## src/rtl/duo_timer_pkg.sv

```systemverilog
package duo_timer_pkg;

    localparam int NCH    = 2;
    localparam int DATA_W = 32;
    localparam int DIV_W  = 3;

    localparam int CTRL_OFF = 'h00;
    localparam int STAT_OFF = 'h04;

    typedef struct packed {
        logic             run;
        logic             auto_reload;
        logic             use_ref;
        logic [DIV_W-1:0] div_sel;
    } chan_cfg_t;

    function automatic int run_bit(int ch);
        return 2 * ch;
    endfunction

    function automatic int reload_bit(int ch);
        return 2 * ch + 1;
    endfunction

    function automatic int ref_bit(int ch);
        return 11 + ch;
    endfunction

    function automatic int div_lsb(int ch);
        return 19 + DIV_W * ch;
    endfunction

    function automatic int stat_bit(int ch);
        return 8 * ch;
    endfunction

    function automatic int reload_off(int ch);
        return 'h10 + 8 * ch;
    endfunction

    function automatic int value_off(int ch);
        return 'h14 + 8 * ch;
    endfunction

    function automatic chan_cfg_t cfg_from(logic [DATA_W-1:0] c, int ch);
        chan_cfg_t f;
        f.run         = c[run_bit(ch)];
        f.auto_reload = c[reload_bit(ch)];
        f.use_ref     = c[ref_bit(ch)];
        f.div_sel     = c[div_lsb(ch) +: DIV_W];
        return f;
    endfunction

    function automatic logic [DATA_W-1:0] ctrl_mask();
        logic [DATA_W-1:0] m;
        m = '0;
        for (int ch = 0; ch < NCH; ch++) begin
            m[run_bit(ch)]    = 1'b1;
            m[reload_bit(ch)] = 1'b1;
            m[ref_bit(ch)]    = 1'b1;
            for (int b = 0; b < DIV_W; b++) begin
                m[div_lsb(ch) + b] = 1'b1;
            end
        end
        return m;
    endfunction

endpackage

```

## src/rtl/duo_timer_prescale.sv

```systemverilog
module duo_timer_prescale #(
    parameter int DIV_W = 3
) (
    input  logic             clk,
    input  logic             rst,
    input  logic             run,
    input  logic             use_ref,
    input  logic             ref_tick,
    input  logic [DIV_W-1:0] div_sel,
    output logic             tick
);
    localparam int SPAN_W = (1 << DIV_W) - 1;

    logic [SPAN_W-1:0] phase_q;
    logic [SPAN_W-1:0] mask;

    // mask has div_sel low bits set: the phase matches once every 2^div_sel cycles
    always_comb begin
        for (int i = 0; i < SPAN_W; i++) begin
            mask[i] = (i < int'(div_sel));
        end
    end

    always_ff @(posedge clk) begin
        if (rst || !run) begin
            phase_q <= '0;
        end else begin
            phase_q <= phase_q + 1'b1;
        end
    end

    assign tick = run && (use_ref ? ref_tick : ((phase_q & mask) == mask));

    // a divided tick never follows another tick directly when the divider is nonzero
    a_r4_tick_spacing: assert property (@(posedge clk) disable iff (rst)
        (tick && !use_ref && div_sel != '0 && $past(run) && $past(!use_ref)
         && $stable(div_sel)) |-> !$past(tick));

endmodule

```

## src/rtl/duo_timer_counter.sv

```systemverilog
module duo_timer_counter #(
    parameter int CNT_W = 32
) (
    input  logic             clk,
    input  logic             rst,
    input  logic             tick,
    input  logic             auto_reload,
    input  logic [CNT_W-1:0] reload_val,
    input  logic             wr_en,
    input  logic [CNT_W-1:0] wr_data,
    output logic [CNT_W-1:0] count,
    output logic             expire
);
    logic at_zero;

    assign at_zero = (count == '0);
    assign expire  = tick && at_zero && !wr_en;

    always_ff @(posedge clk) begin
        if (rst) begin
            count <= '0;
        end else if (wr_en) begin
            count <= wr_data;
        end else if (tick) begin
            if (at_zero) begin
                count <= auto_reload ? reload_val : '0;
            end else begin
                count <= count - 1'b1;
            end
        end
    end

    // without tick or write the count holds
    a_r3_hold: assert property (@(posedge clk) disable iff (rst)
        (!tick && !wr_en) |=> count == $past(count));

    // expiry with reload enabled loads the reload value
    a_r5_reload: assert property (@(posedge clk) disable iff (rst)
        (tick && count == '0 && auto_reload && !wr_en) |=> count == $past(reload_val));

    // one-shot expiry stays at zero
    a_r6_stay_zero: assert property (@(posedge clk) disable iff (rst)
        (tick && count == '0 && !auto_reload && !wr_en) |=> count == '0);

    // bus write wins over any decrement
    a_r8_write_wins: assert property (@(posedge clk) disable iff (rst)
        wr_en |=> count == $past(wr_data));

endmodule

```

## src/rtl/duo_timer.sv

```systemverilog
module duo_timer
    import duo_timer_pkg::*;
#(
    parameter int ADDR_W = 5
) (
    input  logic              clk,
    input  logic              rst,
    input  logic              ref_tick,
    input  logic [ADDR_W-1:0] bus_addr,
    input  logic [31:0]       bus_wdata,
    input  logic              bus_we,
    output logic [31:0]       bus_rdata,
    output logic              irq
);
    localparam logic [DATA_W-1:0] CTRL_MASK = ctrl_mask();

    logic [DATA_W-1:0] ctrl_q;
    logic [NCH-1:0]    stat_q;
    logic [DATA_W-1:0] reload_q [NCH];
    logic [DATA_W-1:0] count_w  [NCH];
    logic              expire   [NCH];
    logic              tick_w   [NCH];
    logic              val_wr   [NCH];
    chan_cfg_t         cfg      [NCH];
    logic              ctrl_wr;
    logic              stat_wr;

    assign ctrl_wr = bus_we && (bus_addr == ADDR_W'(CTRL_OFF));
    assign stat_wr = bus_we && (bus_addr == ADDR_W'(STAT_OFF));

    for (genvar c = 0; c < NCH; c++) begin : g_ch
        assign cfg[c]    = cfg_from(ctrl_q, c);
        assign val_wr[c] = bus_we && (bus_addr == ADDR_W'(value_off(c)));

        duo_timer_prescale #(.DIV_W(DIV_W)) u_pre (
            .clk      (clk),
            .rst      (rst),
            .run      (cfg[c].run),
            .use_ref  (cfg[c].use_ref),
            .ref_tick (ref_tick),
            .div_sel  (cfg[c].div_sel),
            .tick     (tick_w[c])
        );

        duo_timer_counter #(.CNT_W(DATA_W)) u_cnt (
            .clk         (clk),
            .rst         (rst),
            .tick        (tick_w[c]),
            .auto_reload (cfg[c].auto_reload),
            .reload_val  (reload_q[c]),
            .wr_en       (val_wr[c]),
            .wr_data     (bus_wdata),
            .count       (count_w[c]),
            .expire      (expire[c])
        );

        // one-shot expiry disarms the channel
        a_r6_disarm: assert property (@(posedge clk) disable iff (rst)
            (expire[c] && !cfg[c].auto_reload && !ctrl_wr) |=> !ctrl_q[run_bit(c)]);

        // an expiry is never lost to a simultaneous clear
        a_r7_event_wins: assert property (@(posedge clk) disable iff (rst)
            expire[c] |=> stat_q[c]);

        // writing one keeps a pending status bit
        a_r7_one_keeps: assert property (@(posedge clk) disable iff (rst)
            (stat_q[c] && stat_wr && bus_wdata[stat_bit(c)]) |=> stat_q[c]);
    end

    // control register: bus write first, otherwise one-shot disarm
    always_ff @(posedge clk) begin
        if (rst) begin
            ctrl_q <= '0;
        end else if (ctrl_wr) begin
            ctrl_q <= bus_wdata & CTRL_MASK;
        end else begin
            for (int ch = 0; ch < NCH; ch++) begin
                if (expire[ch] && !cfg[ch].auto_reload) begin
                    ctrl_q[run_bit(ch)] <= 1'b0;
                end
            end
        end
    end

    // status bits: set on expiry, cleared by writing zero
    always_ff @(posedge clk) begin
        if (rst) begin
            stat_q <= '0;
        end else begin
            for (int ch = 0; ch < NCH; ch++) begin
                if (expire[ch]) begin
                    stat_q[ch] <= 1'b1;
                end else if (stat_wr && !bus_wdata[stat_bit(ch)]) begin
                    stat_q[ch] <= 1'b0;
                end
            end
        end
    end

    always_ff @(posedge clk) begin
        if (rst) begin
            for (int ch = 0; ch < NCH; ch++) reload_q[ch] <= '0;
        end else begin
            for (int ch = 0; ch < NCH; ch++) begin
                if (bus_we && bus_addr == ADDR_W'(reload_off(ch))) begin
                    reload_q[ch] <= bus_wdata;
                end
            end
        end
    end

    always_comb begin
        bus_rdata = '0;
        if (bus_addr == ADDR_W'(CTRL_OFF)) bus_rdata = ctrl_q;
        for (int ch = 0; ch < NCH; ch++) begin
            if (bus_addr == ADDR_W'(STAT_OFF))        bus_rdata[stat_bit(ch)] = stat_q[ch];
            if (bus_addr == ADDR_W'(reload_off(ch)))  bus_rdata = reload_q[ch];
            if (bus_addr == ADDR_W'(value_off(ch)))   bus_rdata = count_w[ch];
        end
    end

    assign irq = |stat_q;

    // the request rises only out of an all-clear status
    a_r9_irq_rise: assert property (@(posedge clk) disable iff (rst)
        $rose(irq) |-> $past(stat_q == '0));

endmodule

```

## config.mk

```make
export PLATFORM = sky130hd
export DESIGN_NAME = duo_timer
export DESIGN_NICKNAME = d
export VERILOG_FILES = /design/src/rtl/duo_timer_pkg.sv /design/src/rtl/duo_timer_prescale.sv /design/src/rtl/duo_timer_counter.sv /design/src/rtl/duo_timer.sv
export SDC_FILE = /design/constraint.sdc
export NUM_CORES = 1
export LEC_CHECK = 0
export BUFFER_PORTS_ARGS = -buffer_cell sky130_fd_sc_hd__buf_4
export CORE_MARGIN = 5
export CORE_UTILIZATION = 45
export CTS_BUF_LIST = sky130_fd_sc_hd__clkbuf_4
export DETAILED_ROUTE_END_ITERATION = 8
export HOLD_SLACK_MARGIN = 0.06
export MAX_ROUTING_LAYER = met4
export PLACE_DENSITY = 0.7
export SLEW_MARGIN = 20
export SYNTH_ARGS = -nofsm -noshare
export SYNTH_HDL_FRONTEND = slang
export SYNTH_SLANG_ARGS = --single-unit
```

## constraint.sdc

```tcl
create_clock -name clk -period 5.85 [get_ports clk]
set_input_delay 0.585 -clock clk [delete_from_list [all_inputs] [get_ports clk]]
set_output_delay 0.585 -clock clk [all_outputs]
set_load 0.005 [all_outputs]
```

Word-level counts from Yosys, hierarchy flattened. Memory sizes are Yosys's and may differ from the RTL's. Index checks and enable logic that the tools add are counted.

Bits in registers: 92. Memory bits (writable): 64. Input port bits: 41. Output and inout port bits: 33. Logic and storage cells: 110. Memories kept: 1.

Memories: reload_q (words 2, width 32, read ports 2, clocked after memory_dff 0, write ports 2, RTL line duo_timer.sv:19) `logic [DATA_W-1:0] reload_q [NCH];`.

$add $sub $neg: 4. $lt $le $gt $ge: 14. Equality and inequality tests: 7. Muxes and demuxes: 35. Bitwise logic cells: 4. Reductions and logical operators: 36.

Operator list (number): $mux W32 (14); $logic_not A32 Y1 (2); $sub A32 B1 Y32 const B (2); $mux W25 (1); $eq A5 B5 Y1 const B (4); $mux W1 (20); $lt A3 B3 Y1 const A (6); $logic_and A1 B1 Y1 (16); $add A7 B1 Y7 const B (2); $and A7 B7 Y7 (2); $eq A7 B7 Y1 (2); $lt A1 B3 Y1 const A (4); $lt A2 B3 Y1 const A (4); $reduce_bool A2 Y1 (6); $logic_not A1 Y1 (8); $eq A5 B3 Y1 const B (1); $logic_not A5 Y1 (1); $logic_or A1 B1 Y1 (2); $or A1 B1 Y1 (2); $reduce_or A2 Y1 (1).

Depth between registers and ports, before layout. Gate-level depths: netlist (run 1).

Depth in word-level cells: 10. Gate-level depth with buffers: 11. Depth with buffers taken out: 8.

Modules after synthesis. A second synthesis (run 1) with hierarchy kept.

Cells, all modules: 1093. Area, all modules: 9310.2 µm².

Modules (own cells, without submodules): duo_timer (times used 1, cells each 337, area each 3752.3 µm², seq. area each 2202.1 µm²); duo_timer_counter at g_ch[1].u_cnt (times used 1, cells each 335, area each 2453.6 µm², seq. area each 640.6 µm²); duo_timer_counter at g_ch[0].u_cnt (times used 1, cells each 343, area each 2438.6 µm², seq. area each 640.6 µm²); duo_timer_prescale (times used 2, cells each 39, area each 332.8 µm², seq. area each 140.1 µm²).

Least setup slack after synthesis (run 1). OpenSTA, ideal clock, no wires.

Kind: register -> register. Start point: reg g_ch[0].u_cnt.count[0]. End point: reg g_ch[0].u_cnt.count[26]. Setup time: 0.103 ns. Data arrival time: 2.762 ns. Data required time: 5.747 ns. Setup slack: 2.984 ns. Stages on the path, launching flop included: 11. Path buffers: 2. Period minus slack after synthesis: 2.866 ns. Cells stage by stage: dfxtp_1 -> inv_1 -> ha_1 -> or3b_1 -> buf_2 -> or4_4 -> buf_6 -> or4b_4 -> xnor2_2 -> a21oi_1 -> a2111oi_2.

Word-level cells in the longest chain between the ends: 4. Elaborated cells on any way between the ends: 5. Classes of those cells: add/sub: 1; mux: 3; reduce/logical: 1.

RTL lines: start, declared (RTL line duo_timer_counter.sv:11) `output logic [CNT_W-1:0] count,`; start signal, assigned (RTL line duo_timer_counter.sv:23) `count <= wr_data;`; start signal, assigned (RTL line duo_timer_counter.sv:26) `count <= auto_reload ? reload_val : '0;`; start signal, assigned (RTL line duo_timer_counter.sv:28) `count <= count - 1'b1;`; $sub A32 B1 Y32 / $logic_not A32 Y1 (equally long branches) (RTL line duo_timer_counter.sv:28, duo_timer_counter.sv:16); $mux W32 * (RTL line duo_timer_counter.sv:25) `if (at_zero) begin`; $mux W32 * (RTL line duo_timer_counter.sv:24) `end else if (tick) begin`; $mux W32 * (RTL line duo_timer_counter.sv:22) `end else if (wr_en) begin`.

Every way passes the cells marked *; elsewhere a longest branch is shown, timed or not. The select of a mux whose other input is x is not followed. A chain may end at the register's enable or synchronous reset.

Worst setup path after layout (run 1).
Start point: reg g_ch[0].u_cnt.count[18]. End point: reg g_ch[0].u_cnt.count[1].

Word-level cells in the longest chain between the ends: 4.

RTL lines: $logic_not A32 Y1 (RTL line duo_timer_counter.sv:16) `assign at_zero = (count == '0);`; $mux W32 (RTL line duo_timer_counter.sv:25); $mux W32 (RTL line duo_timer_counter.sv:24); $mux W32 (RTL line duo_timer_counter.sv:22).

Every way passes these cells. The select of a mux whose other input is x is not followed.

==> out/metrics.cfg, run 1 <==
[worst_setup_path]
critPathLaunchType=flop
cp-end-kind=flop
worstPathRequired_ns=6.30
crit_type=reg -> reg
critPathMaxFanout=21
critical_path_arrival_ns=3.92

[die]
dieWidth_um=153
die_y_um=153
io_pins=74
rows=52
start_util=0.456
dieArea_mm2=0.0235
core_area_mm2=0.0202

[global_route]
busiest_layer=met2
grt_pass1_wl_um=52100
grt_max_degree=63
grt.met1_usage=0.374
grt_use_met2=0.435
antenna_found_initial=1
track_usage=0.291
met3_usage=0.0809
gr-total-overflow=0
grt_pass1_vias=8660

[synthesis]
ys_warn_count=0
synth_ff_type=dfxtp_1
synth_area_mm2=0.00923
async_reset_ff_frac=0
ys_seq_area_frac=0.408
synth_top_family_by_area=simple AND/OR/NAND/NOR gates
synth_mux_area_frac=0.0273
synthAdderAreaFrac=0.00814
syn_nets=1132
ys_seq_elements=156
synth-edff-count=64
synth_simple_gate_area_frac=0.243
synth_xor_area_frac=0.0445
synth-compound-area-share=0.218
yosysUniqueCellTypes=73
synthCells=1085
syn_area_per_cell_um2=8.50

[cts]
clock_latency_ns=0.58
cts_buffers=17
cts_root_buf=clkbuf_4
cts_tree=yes
numClockSinks=156
htreeDepth=4
clk_pin_slew_worst_paths_ns=0.14
cts_hold_buf=0
cts_resized=0
clk_path_buf_depth=2
post-cts-setup-buffers=0

[route]
avgViaCountPerCell=6.63
dr.pass1.iters=9
drt-wirelength-per-cell_um=24.3
wirelength_um=33800
ant_nets=0
first_iter_violations=1436
vias=9231
drc=0

[sta]
rsz0062_at_grt=no
drv_slew=0
finalCritPeriodShare=0.594
hold_viol=0
relSlewSlack=0.153
setup_tns_ns=0
fin_skew_ns=0.0236
setup_violations=0
layout_min_cycle_time_ns=3.47
max_clock_freq_mhz=288
holdWs_ns=0.194
tightest_slew_ns=1.25

[final_layout]
ff_latch_area_mm2=0.00376
stdcell_count=1392
fill_cells=1944
multiInputGateArea_mm2=0.00502
drive_above_1_share=0.128
fin_nets=1154
area_delta_synth_final_pct=11.1
final_common_cell=nor2_1
layout_common_cells=nor2_1, buf_4, dfxtp_1

[pwr]
leakage_nw=3.99
ir_drop_uv=115
p_per_area_mw_per_mm2=242

[placed_design]
hpwl_um=23900
place_congestion=1.01
io_buffers=73
placed_cells=1358

[hold_path]
hold_class=in -> reg

[run_status]
status=finished, final reports clean

[job]
drv_cap=0

==> area by class of cell <==
cell class / count / share of cell area
well taps: 270 / 0.0330
clock inverters: 13 / 0.0170
multi-input cells: 813 / 0.490
clock buffers: 19 / 0.0139
inverters: 23 / 0.00842
diodes: 2 / 0.000488
repair buffers: 96 / 0.0703
flip-flops and latches: 156 / 0.367
==> stage by stage <==
stage,area (um^2),util,power [mW],setup WS (ns)
after floorplan,9230,-,1.56,2.98
after global placement,9930,0.491,1.72,2.44
after detailed placement,9930,0.491,1.73,2.37
after CTS,10200,0.506,2.46,2.52
after global routing,10200,0.506,2.57,2.14
final,10200,0.506,2.48,2.38
==> logic make-up after synthesis <==
group,after synthesis
muxes,25
buffers and inverters,116
adders and majority gates,6
AOI/OAI and AO/OA,277
xor gates and xnor gates,46
and+or+nand+nor,459
DFF,156
==> state kept, by name, indices dropped and copies added, names as in the netlist <==
signal	flops
ctrl_q	12
g_ch.u_cnt.count	64
g_ch.u_pre.phase_q	14
reload_q	64
stat_q	2
==> where the power goes <==
part | internal, mW | switching, mW
clock network | 0.344 | 0.407
logic | 0.181 | 0.338
registers | 1.17 | 0.0404
total | 1.69 | 0.785
==> worst paths after layout <==
check / start / endpoint / slack, ns / depth (start not counted)
min reg2reg: g_ch[1].u_pre.phase_q[5] / g_ch[1].u_pre.phase_q[5] / 0.51 / 2
max: g_ch[0].u_cnt.count[18] / g_ch[0].u_cnt.count[1] / 2.38 / 7
min: rst / g_ch[0].u_cnt.count[10] / 0.19 / 2
max reg2reg: g_ch[0].u_cnt.count[18] / g_ch[0].u_cnt.count[1] / 2.38 / 7
==> worst max-delay path, stage by stage (launching register included) <==
cell and delay (ns):
dfxtp_1 0.42, nor4_1 0.63, and4_1 0.43, and3_1 0.85
buf_4 0.40, nand3_1 0.11, o211a_1 0.15, a2111oi_0 0.35
==> per-layer routing <==
metal / up-vias / share of wire
met3: 125 / 0.13
met4: 0 / 0.046
met5: - / 0
met2: 662 / 0.44
met1: 4315 / 0.39
li1: 4129 / -
==> Yosys cell counts, types with 9 or more instances <==
library cell    n  area share
or3_1          12      0.0081
a2111oi_0      11       0.010
or4_1          10      0.0081
mux2i_1        24       0.026
edfxtp_1       64        0.21
inv_1          23      0.0094
and2_1         34       0.023
a222oi_1       20       0.022
nor3_1         36       0.020
o21ai_0        31       0.017
xnor2_1        23       0.022
nor2_1        149       0.061
xor2_1         22       0.021
and3_1         20       0.014
a311oi_1        9      0.0085
o211ai_1       17       0.014
nor4_1         18       0.012
nand2_1        90       0.037
a211oi_1       12      0.0098
a21oi_1        63       0.034
dfxtp_1        92        0.20
nand4_1        14      0.0095
nand3_1        43       0.023
clkbuf_1       81       0.033
a31oi_1        17       0.012
Note: power is estimated with default switching activity, not from simulation.
==> run 2, diff against run 1 <==
--- a/config.mk
+++ b/config.mk
@@ -12,7 +12,7 @@
 export DETAILED_ROUTE_END_ITERATION = 8
 export HOLD_SLACK_MARGIN = 0.06
 export MAX_ROUTING_LAYER = met4
-export PLACE_DENSITY = 0.7
+export PLACE_DENSITY = 0.72
 export SLEW_MARGIN = 20
 export SYNTH_ARGS = -nofsm -noshare
 export SYNTH_HDL_FRONTEND = slang
==> constraint.sdc (replaced) <==
create_clock -name clk -period 3.1 [get_ports clk]
set_input_delay 0.31 -clock clk [delete_from_list [all_inputs] [get_ports clk]]
set_output_delay 0.31 -clock clk [all_outputs]
set_load 0.005 [all_outputs]
==> out/metrics.cfg, run 2 (synthesis gave the netlist of run 1 again) <==
[die]
dieWidth_um=153  ; unchanged
rows=52  ; unchanged
io_pins=74  ; unchanged
start_util=0.456  ; unchanged
core_area_mm2=0.0202  ; unchanged
die_y_um=153  ; unchanged
dieArea_mm2=0.0235  ; unchanged

[sta]
finalCritPeriodShare=0.921  ; +0.327
hold_viol=0  ; unchanged
max_clock_freq_mhz=350  ; +22%
tightest_slew_ns=1.00  ; -0.247 ns
relSlewSlack=0.328  ; +0.175
fin_skew_ns=0.0299  ; +0.00631 ns
rsz0062_at_grt=no
setup_tns_ns=0  ; unchanged
drv_slew=0  ; unchanged
setup_violations=0  ; unchanged
layout_min_cycle_time_ns=2.85  ; -0.619 ns

[pwr]
p_clk_frac=0.307  ; +0.004
comb_power_share=0.222  ; +0.012
ir_drop_uv=226  ; +96%
power.internal_mw=3.29  ; +95%
pwr-share-seq=0.472  ; -0.015
switchingPower_mw=1.53  ; +95%
leakage_nw=4.29  ; +7.7%
p_sw_frac=0.318  ; +0.000913
p_per_area_mw_per_mm2=445  ; +84%

[placed_design]
place_congestion=1.01  ; -0.17%
hpwl_um=25300  ; +6.0%
io_buffers=73  ; unchanged
placed_cells=1390  ; +2.4%

[hold_path]
whs_endpoint=reload_q[0][63]
hold_class=in -> reg
min_from=bus_wdata[31]
hold_path_depth=2  ; unchanged

[final_layout]
drive_above_1_share=0.151  ; +0.0230
final_common_cell=nor2_1
fin_nets=1215  ; +5.3%
layout_common_cells=nor2_1, buf_4, dfxtp_1
reg.largest.list=g_ch.u_cnt.count: 64 flops, reload_q: 64 flops, g_ch.u_pre.phase_q: 14 flops
fill_cells=1852  ; -4.7%
area_delta_synth_final_pct=17.4
stdcell_count=1457  ; +4.7%

[cts]
post-cts-setup-buffers=0  ; unchanged
cts_root_buf=clkbuf_4
clk_pin_slew_worst_paths_ns=0.13  ; about the same
htreeDepth=4  ; unchanged
clk_path_buf_depth=2  ; unchanged
numClockSinks=156  ; unchanged
clock_latency_ns=0.60  ; +0.02 ns
cts_buffers=17  ; unchanged
cts_tree=yes

[route]
first_iter_violations=1953  ; +36%
avgViaCountPerCell=6.61  ; -0.27%
vias=9636  ; +4.4%
drt-wirelength-per-cell_um=24.5  ; +1.0%
dr.pass1.iters=6  ; -3
wirelength_um=35700  ; +5.7%
drc=0  ; unchanged
ant_nets=0  ; unchanged

[global_route]
gr-total-overflow=0  ; unchanged
grt_pass1_vias=8869  ; +2.4%
grt_max_degree=53  ; -16%
track_usage=0.305  ; +0.0137
antenna_found_initial=2  ; +1
grt_pass1_wl_um=54100  ; +3.8%

[worst_setup_path]
r2r-end=g_ch[0].u_cnt.count[26]
cp-end-kind=flop
rrSetupSlack_ns=0.25  ; -2.13 ns
critPathLaunchType=flop
crit_type=reg -> reg
worstPathRequired_ns=3.59  ; -2.71 ns
critical_path_arrival_ns=3.34  ; -0.58 ns
worst_r2r_path_depth=8  ; +1
r2r-start=g_ch[0].u_cnt.count[0]
critPathMaxFanout=9  ; -57%

[run_status]
status=finished, final reports clean

[job]
drv_cap=0  ; unchanged

-- run 2: worst max path at each step --
stage / from / cells past startpoint / endpoint / slack (ns)
2_1_floorplan: g_ch[0].u_cnt.count[0] / 10 / g_ch[0].u_cnt.count[26] / 0.23
3_5_place_dp: g_ch[0].u_cnt.count[0] / 8 / g_ch[0].u_cnt.count[26] / 0.28
3_3_place_gp: g_ch[0].u_cnt.count[0] / 8 / g_ch[0].u_cnt.count[26] / 0.35
4_1_cts: g_ch[0].u_cnt.count[0] / 8 / g_ch[0].u_cnt.count[26] / 0.25
5_1_grt: g_ch[1].u_cnt.count[0] / 8 / g_ch[1].u_cnt.count[14] / 0.04
6_report: g_ch[0].u_cnt.count[0] / 8 / g_ch[0].u_cnt.count[26] / 0.25
-- run 2: layer usage --
| metal | part of all wire | GRT usage |
|---|---|---|
| met5 | 0 | - |
| met4 | 0.034 | 0.0955 |
| met3 | 0.13 | 0.0639 |
| met2 | 0.44 | 0.457 |
| met1 | 0.40 | 0.415 |
-- run 2: timing repair --
item,4_1_cts,5_1_grt
endpoints found under the hold margin,57,0
setup endpoints to repair,0,0
resized for setup,0,0
hold buffers,29,0
-- run 2: area by class of cell --
cell class | instances | area, um^2 | area share
Multi-Input combinational cell | 813 | 5020 | 0.463
Sequential cell | 156 | 3760 | 0.347
Timing Repair Buffer | 157 | 1280 | 0.118
Tap cell | 270 | 338 | 0.0312
Clock inverter | 13 | 191 | 0.0177
Clock buffer | 19 | 143 | 0.0132
Inverter | 23 | 86.3 | 0.00797
Antenna cell | 6 | 15.0 | 0.00139
-- run 2: per-stage QoR --
step	power, mW	hold WS (ns)	utilization	setup slack, ns	area (um^2)
floorplan	2.94	0.419	-	0.234	9230
global placement	3.32	0.468	0.504	0.346	10200
detailed placement	3.32	0.480	0.504	0.276	10200
CTS	4.79	0.0636	0.535	0.245	10800
global route	4.99	0.0793	0.535	0.0382	10800
finish	4.82	0.0804	0.535	0.246	10800
-- run 2: power by group through the flow --
| stage | Clock, mW | Combinational, mW | Sequential (mW) |
|---|---|---|---|
| after floorplan | 0 | 0.660 | 2.28 |
| after global placement | 0 | 1.00 | 2.31 |
| after detailed placement | 0 | 1.01 | 2.31 |
| after CTS | 1.48 | 1.04 | 2.27 |
| after global routing | 1.57 | 1.14 | 2.28 |
| final | 1.48 | 1.07 | 2.28 |
-- run 2: critical path, stage by stage (launching register included) --
cell and delay [ns]:
dfxtp_1 0.37, inv_1 0.10, ha_1 0.18, or3b_1 0.38, or4_4 0.60, or4b_4 0.57, xnor2_2 0.13, a21oi_1 0.09
a2111oi_2 0.34
